## config.mk

```make
export PLATFORM = sky130hd
export DESIGN_NAME = dma_chan_ctl
export DESIGN_NICKNAME = d
export VERILOG_FILES = /design/src/rtl/dma_chan_ctl.sv
export SDC_FILE = /design/constraint.sdc
export NUM_CORES = 1
export LEC_CHECK = 0
export ABC_AREA = 1
export ABC_CLOCK_PERIOD_IN_PS = 4250
export BUFFER_PORTS_ARGS = -buffer_cell sky130_fd_sc_hd__buf_2
export CAP_MARGIN = 10
export CORE_MARGIN = 5
export CORE_UTILIZATION = 56
export DETAILED_ROUTE_END_ITERATION = 16
export PLACE_DENSITY_LB_ADDON = 0.12
export SYNTH_ARGS = -nofsm -noshare
export SYNTH_HDL_FRONTEND = slang
export SYNTH_SLANG_ARGS = --single-unit
```

## constraint.sdc

```tcl
create_clock -name clk -period 4.25 [get_ports clk]
set_input_delay 0 -clock clk [delete_from_list [all_inputs] [get_ports clk]]
set_output_delay 0 -clock clk [all_outputs]
set_load 0.005 [all_outputs]
```

## src/rtl/dma_chan_ctl.sv

```systemverilog
module dma_chan_ctl #(
  parameter int DATA_W = 32,
  parameter int CNT_W  = 16,
  parameter int ADDR_W = 2
) (
  input  logic              clk,
  input  logic              rst_n,
  input  logic              reg_wr,
  input  logic [ADDR_W-1:0] reg_addr,
  input  logic [DATA_W-1:0] reg_wdata,
  output logic [DATA_W-1:0] reg_rdata,
  input  logic              xfer_done,
  input  logic              abort_nmi,
  input  logic              abort_addr_err,
  input  logic              master_en,
  input  logic              mode_direct,
  input  logic              mode_pair,
  output logic              q_clr_pulse,
  output logic              chan_active,
  output logic              irq
);
  localparam logic [ADDR_W-1:0] A_CTL  = ADDR_W'(0);
  localparam logic [ADDR_W-1:0] A_CNT  = ADDR_W'(1);
  localparam logic [ADDR_W-1:0] A_LIVE = ADDR_W'(2);

  logic en_q, te_q, ie_q, act_q;
  logic [CNT_W-1:0] cnt_reg_q, tcnt_q;

  logic wr_ctl, wr_cnt, hard_abort, stop, start, last;
  logic unused_wdata;

  assign wr_ctl     = reg_wr && (reg_addr == A_CTL);
  assign wr_cnt     = reg_wr && (reg_addr == A_CNT);
  assign hard_abort = abort_nmi | abort_addr_err;
  assign stop       = hard_abort | ~master_en | ~en_q;
  assign start      = ~act_q & en_q & ~te_q & master_en & ~hard_abort & (cnt_reg_q != '0);
  assign last       = act_q & ~stop & xfer_done & (tcnt_q == CNT_W'(1));

  assign q_clr_pulse  = wr_ctl & reg_wdata[3] & mode_direct & mode_pair;
  assign chan_active  = act_q;
  assign irq          = ie_q & te_q;
  assign unused_wdata = ^reg_wdata[DATA_W-1:CNT_W];

  always_comb begin
    reg_rdata = '0;
    case (reg_addr)
      A_CTL:   reg_rdata[2:0] = {ie_q, te_q, en_q};
      A_CNT:   reg_rdata[CNT_W-1:0] = cnt_reg_q;
      A_LIVE:  reg_rdata[CNT_W-1:0] = tcnt_q;
      default: reg_rdata = '0;
    endcase
  end

  always_ff @(posedge clk) begin
    if (!rst_n) begin
      en_q      <= 1'b0;
      te_q      <= 1'b0;
      ie_q      <= 1'b0;
      act_q     <= 1'b0;
      cnt_reg_q <= '0;
      tcnt_q    <= '0;
    end else begin
      if (wr_ctl) begin
        en_q <= reg_wdata[0];
        ie_q <= reg_wdata[2];
        if (!reg_wdata[1]) te_q <= 1'b0;
      end
      if (wr_cnt) cnt_reg_q <= reg_wdata[CNT_W-1:0];
      if (act_q && hard_abort) en_q <= 1'b0;
      if (last) te_q <= 1'b1;

      if (start) begin
        act_q  <= 1'b1;
        tcnt_q <= cnt_reg_q;
      end else if (act_q) begin
        if (stop) begin
          act_q <= 1'b0;
        end else if (xfer_done) begin
          tcnt_q <= tcnt_q - CNT_W'(1);
          if (last) act_q <= 1'b0;
        end
      end
    end
  end
endmodule


```

### Word-level counts from Yosys, hierarchy flattened

Cells that the tools add are included.
Widths: inputs -> output; s select.

* bitwise gates (word level): 22
* reduce and logical (&&, ||, !) cells: 11
* equal/unequal tests: 5
* multiplexer cells: 14
* add/subtract/negate cells: 1

Operators with widths (count)
* $mux 16: 4
* $pmux 13 s2: 1
* $eq 16x1->1 const B: 1
* $reduce_bool 16->1: 1
* $sub 16x1->16 const B: 1
* $and 1x1->1: 12
* $pmux 3 s3: 1
* $mux 1: 8
* $not 1->1: 7
* $reduce_bool 2->1: 3
* $ne 2x1->1 const B: 2
* $logic_and 1x1->1: 3
* $or 1x1->1: 3
* $reduce_and 3->1: 1
* $eq 2x1->1 const B: 1
* $eq 2x2->1 const B: 1
* $logic_not 2->1: 1
* $reduce_and 2->1: 1
* $reduce_or 2->1: 1

* output and inout bits: 35
* word-level logic and storage cells: 59
* flip-flop bits (word level): 36

### Depth between registers and ports, before layout

* depth in word-level cells: 12
* gate-level depth with buffers: 10
* depth with buffers taken out: 10

### Least setup slack after synthesis

OpenSTA, ideal clock, no wires.

* path type: register to register
* start point: register tcnt_q[0]
* end point: register tcnt_q[10]
* clock period less this slack: 1345 ps
* buffers on the path: 0
* cell stages (with the launch flop): 10
* arrival time: 1235 ps
* library setup time: 110 ps
* setup slack: 2905 ps
* cell sequence: dfxtp_1 -> inv_1 -> ha_1 -> nand2_1 -> nor2_1 -> nand3_1 -> nand3_1 -> nand3_1 -> nand2_1 -> inv_1

* longest elaborated chain between the ends: 5

RTL lines
* start: declaration: line 27 `logic [CNT_W-1:0] cnt_reg_q, tcnt_q;`
* start signal: assignment: line 74 `tcnt_q <= cnt_reg_q;`
* start signal: assignment: line 79 `tcnt_q <= tcnt_q - CNT_W'(1);`
* $sub 16x1->16: line 79
* $mux 16: line 78 `end else if (xfer_done) begin`
* $mux 16: line 76 `if (stop) begin`
* $mux 16: line 75 `end else if (act_q) begin`
* $mux 16: line 72 `if (start) begin`

Every way passes these cells. The select of a mux whose other input is x is not followed.
A chain may end at the register's enable or synchronous reset.

### Worst setup path in the final report

* start point: register cnt_reg_q[10]
* end point: register tcnt_q[8]

* longest elaborated chain between the ends: 4
* elaborated cells between the ends (all ways): 7
* those cells by class: eq/ne: 1; mux: 1; bitwise: 1; reduce/logical: 4

RTL lines
* start: declaration: line 27
* start signal: assignment: line 68 `if (wr_cnt) cnt_reg_q <= reg_wdata[CNT_W-1:0];`
* $reduce_bool 16->1 (*): line 36 `assign start = ~act_q & en_q & ~te_q & master_en & ~hard_abort & (cnt_reg_q != '0);`
* $and 1x1->1 (*): line 36
* $ne 2x1->1 (no line) or $reduce_bool 2->1 (tied branches)
* $reduce_and 3->1 (no line)

Every way passes the cells marked *; elsewhere a longest branch is shown, timed or not.

==> run metrics <==
pin count of the biggest net entering global routing 26; total count of hold-check failures in the final report 0; Yosys warning count 0; initial antenna violation count 0; NumNets Final 515; final clock period utilization by the worst path 40.1%; via count of the first global-routing pass 2505; overall power of the completed layout 0.882 mW; area overhead of the layout relative to synthesis 17.4%; end of the worst hold path cnt_reg_q[0]$_SDFFE_PN0P_; post-CTS resize count 0; first-pass GRT wire length 11200 um; Maximum Capacitance Violations 0; latest clock arrival within the worst-skew pair 0.30 ns; Starting Density 58.5%; clock period minus worst slack about 1.7 ns; DRC Markers 0; Cell Count, Final, Fillers Out 519; average cell area after synthesis 6.18 sq um; die outline area 6030 sq um; crit path setup slack, layout 2.54 ns; routability congestion estimate between 0.9 and 1; startpoint of the lowest-slack hold path reg_wdata[0]; type of the worst setup path register to register; average wire per standard cell 12.9 um; layout cell share with drive strength beyond 1 between 10% and 20%; FF-to-FF path depth 8; vias per inst 5.16; Chip Width 77.7 um; number of rows created at floorplan 24; sort of element at the end of the critical path register; worst endpoint required time 4.45 ns; setup repair after global routing missed its margin no; Root Driver sky130_fd_sc_hd__clkbuf_8; estimated wirelength of the detail-placed design 4660 um; post-synthesis cell count approximately 420; total routing resource utilization after global routing 22.4%; leakage power figure between 1 and 1.5 nW; number of iterations in the first detailed-routing pass 5; Die Y 77.7 um; outcome finished clean; Setup WS pre-CTS 2.28 ns; leftover overflow at the end of global routing 0; count of buffers inserted at the top-level ports 45; DR vias about 2700; part of the Yosys area used for sequential elements 28.1%; post-route worst hold slack 0.0158 ns; Worst R2R End tcnt_q[8]$_SDFFE_PN0P_; worst-case clock skew around 0.011 ns; Worst Hold Depth 3; kind of launch point of the worst setup path register; aggregate negative setup slack 0 ns; TritonCTS clock tree done; transition time at the pin with the least slew margin about 0.67 ns; final max-slew violation count 0; worst reg-to-reg setup slack 2.54 ns; clock-pin slew of the registers on the worst-case setup and hold paths 0.09 ns; Max-slew headroom 55.5%; diodes inserted 0; count of distinct cell types in the synthesized netlist 28; Inserted Clock Buffers 5; number of clock sinks 36; FF+latch count, synth 36; f_max ~0.59 GHz; Pwr per Cell Area 293 nW/um^2; Reg-to-Reg Start cnt_reg_q[10]$_SDFFE_PN0P_; overall routed net length 6690 um; worst IR drop on VDD ~210 uV; arrival time reported for the critical path endpoint roughly 1.9 ns; CP Max Fanout 17; Finished Cell Area 3010 sq um; post-route antenna net violation count 0; drt initial violations 233; fraction of post-synthesis cell area in the top cell type by area around 28%; Post-Place Cells about 500; total cell area at the placement stage 2700 sq um; H-tree depth 2; area of the core 4380 sq um; final core area utilization 68.7%; top-level I/O count 78; Netlist Area Pre-Place 2560 sq um; final number of setup-violating endpoints 0; deepest clock path buffer count 2; main area contributors after synthesis sky130_fd_sc_hd__dfxtp_1 28%, sky130_fd_sc_hd__nand2_1 16%, sky130_fd_sc_hd__nand3_1 11%; cell type with the largest total area after synthesis sky130_fd_sc_hd__dfxtp_1; path type of the worst min-delay path primary input to register
sequential cells by signal, indices dropped and copies added (netlist names):
register and cells:
te_q 1, chan_active 1, en_q 1, tcnt_q 16, ie_q 1, cnt_reg_q 16
repair_timing:
item / 4_1_cts / 5_1_grt
hold buffers: 15 / 0
setup buffers: 0 / 0
endpoints found under the hold margin: 15 / 0
area by class of cell:
type / instances / area (sq um)
clock buffer: 5 / 68.8
clock inverter: 3 / 90.1
timing repair buffer: 60 / 375
fill: 388 / 1370
tap: 52 / 65.1
inverter: 44 / 165
multi-input combinational: 319 / 1530
sequential: 36 / 721
kinds of logic after synthesis:
logic type      after synthesis  share of synthesized area [%]
compound gates               45                           9.52
xor+xnor                      3                           1.03
fa+ha+maj                     6                           2.93
buf+inv                      75                           14.6
flops                        36                           28.1
other cells                   1                          0.146
simple gates                249                           43.7
worst max-delay path: stages (launching register included):
cell,delay (ns)
sky130_fd_sc_hd__dfxtp_1,0.37
sky130_fd_sc_hd__nor2_1,0.12
sky130_fd_sc_hd__nand2_1,0.07
sky130_fd_sc_hd__nor2_1,0.13
sky130_fd_sc_hd__nand2_2,0.25
sky130_fd_sc_hd__nand2_4,0.29
sky130_fd_sc_hd__nand2_1,0.12
sky130_fd_sc_hd__o21ai_0,0.17
sky130_fd_sc_hd__nor2_1,0.06
cells in the mapped netlist, drive strengths merged:
| cell | n |
|---|---|
| a221oi | 1 |
| clkbuf | 8 |
| conb | 1 |
| nor3 | 1 |
| dfxtp | 36 |
| nand3b | 1 |
| xor2 | 3 |
| nand2 | 110 |
| o21ai | 21 |
| inv | 44 |
| or2 | 2 |
| nor2 | 73 |
| nand3 | 60 |
| buf | 23 |
| a21oi | 23 |
| ha | 6 |
| nand4 | 2 |
placed cells by master, fill, tap and decap left out, drive strengths merged:
| master | Yosys | routed |
|---|---|---|
| nand2 | 110 | 110 |
| nor2 | 73 | 73 |
| nand3 | 60 | 60 |
| buf | 23 | 45 |
| inv | 44 | 44 |
| dfxtp | 36 | 36 |
| a21oi | 23 | 23 |
| o21ai | 21 | 21 |
| conb | 1 | 16 |
| dlygate4sd3 | 0 | 15 |
| ha | 6 | 6 |
| clkbuf | 8 | 5 |
| xor2 | 3 | 3 |
| bufinv | 0 | 3 |
| nand4 | 2 | 2 |
| or2 | 2 | 2 |
| a221oi | 1 | 1 |
| nor3 | 1 | 1 |
| nand3b | 1 | 1 |
worst max path at each step:
| stage | start | cells past startpoint | end |
|---|---|---|---|
| CTS | reg_addr[1] | 7 | cnt_reg_q[2]$_SDFFE_PN0P_ |
| global route | reg_addr[1] | 7 | cnt_reg_q[2]$_SDFFE_PN0P_ |
| detailed placement | reg_addr[1] | 7 | cnt_reg_q[0]$_SDFFE_PN0P_ |
| global placement | reg_addr[1] | 7 | cnt_reg_q[10]$_SDFFE_PN0P_ |
| finish | cnt_reg_q[10]$_SDFFE_PN0P_ | 8 | tcnt_q[8]$_SDFFE_PN0P_ |
| floorplan | tcnt_q[0]$_SDFFE_PN0P_ | 9 | tcnt_q[10]$_SDFFE_PN0P_ |
per-layer routing:
metal	global-route usage, %	wire (um)
met1	29.8	2920
met2	36.4	3120
met3	3.70	550
met4	8.08	108
met5	0	0
where the power goes:
part / internal [mW] / switching (mW)
Combinational: 0.0363 / 0.0598
Clock: 0.294 / 0.136
Sequential: 0.346 / 0.0111
Total: 0.676 / 0.206
Power figures use the tool's default switching activity.
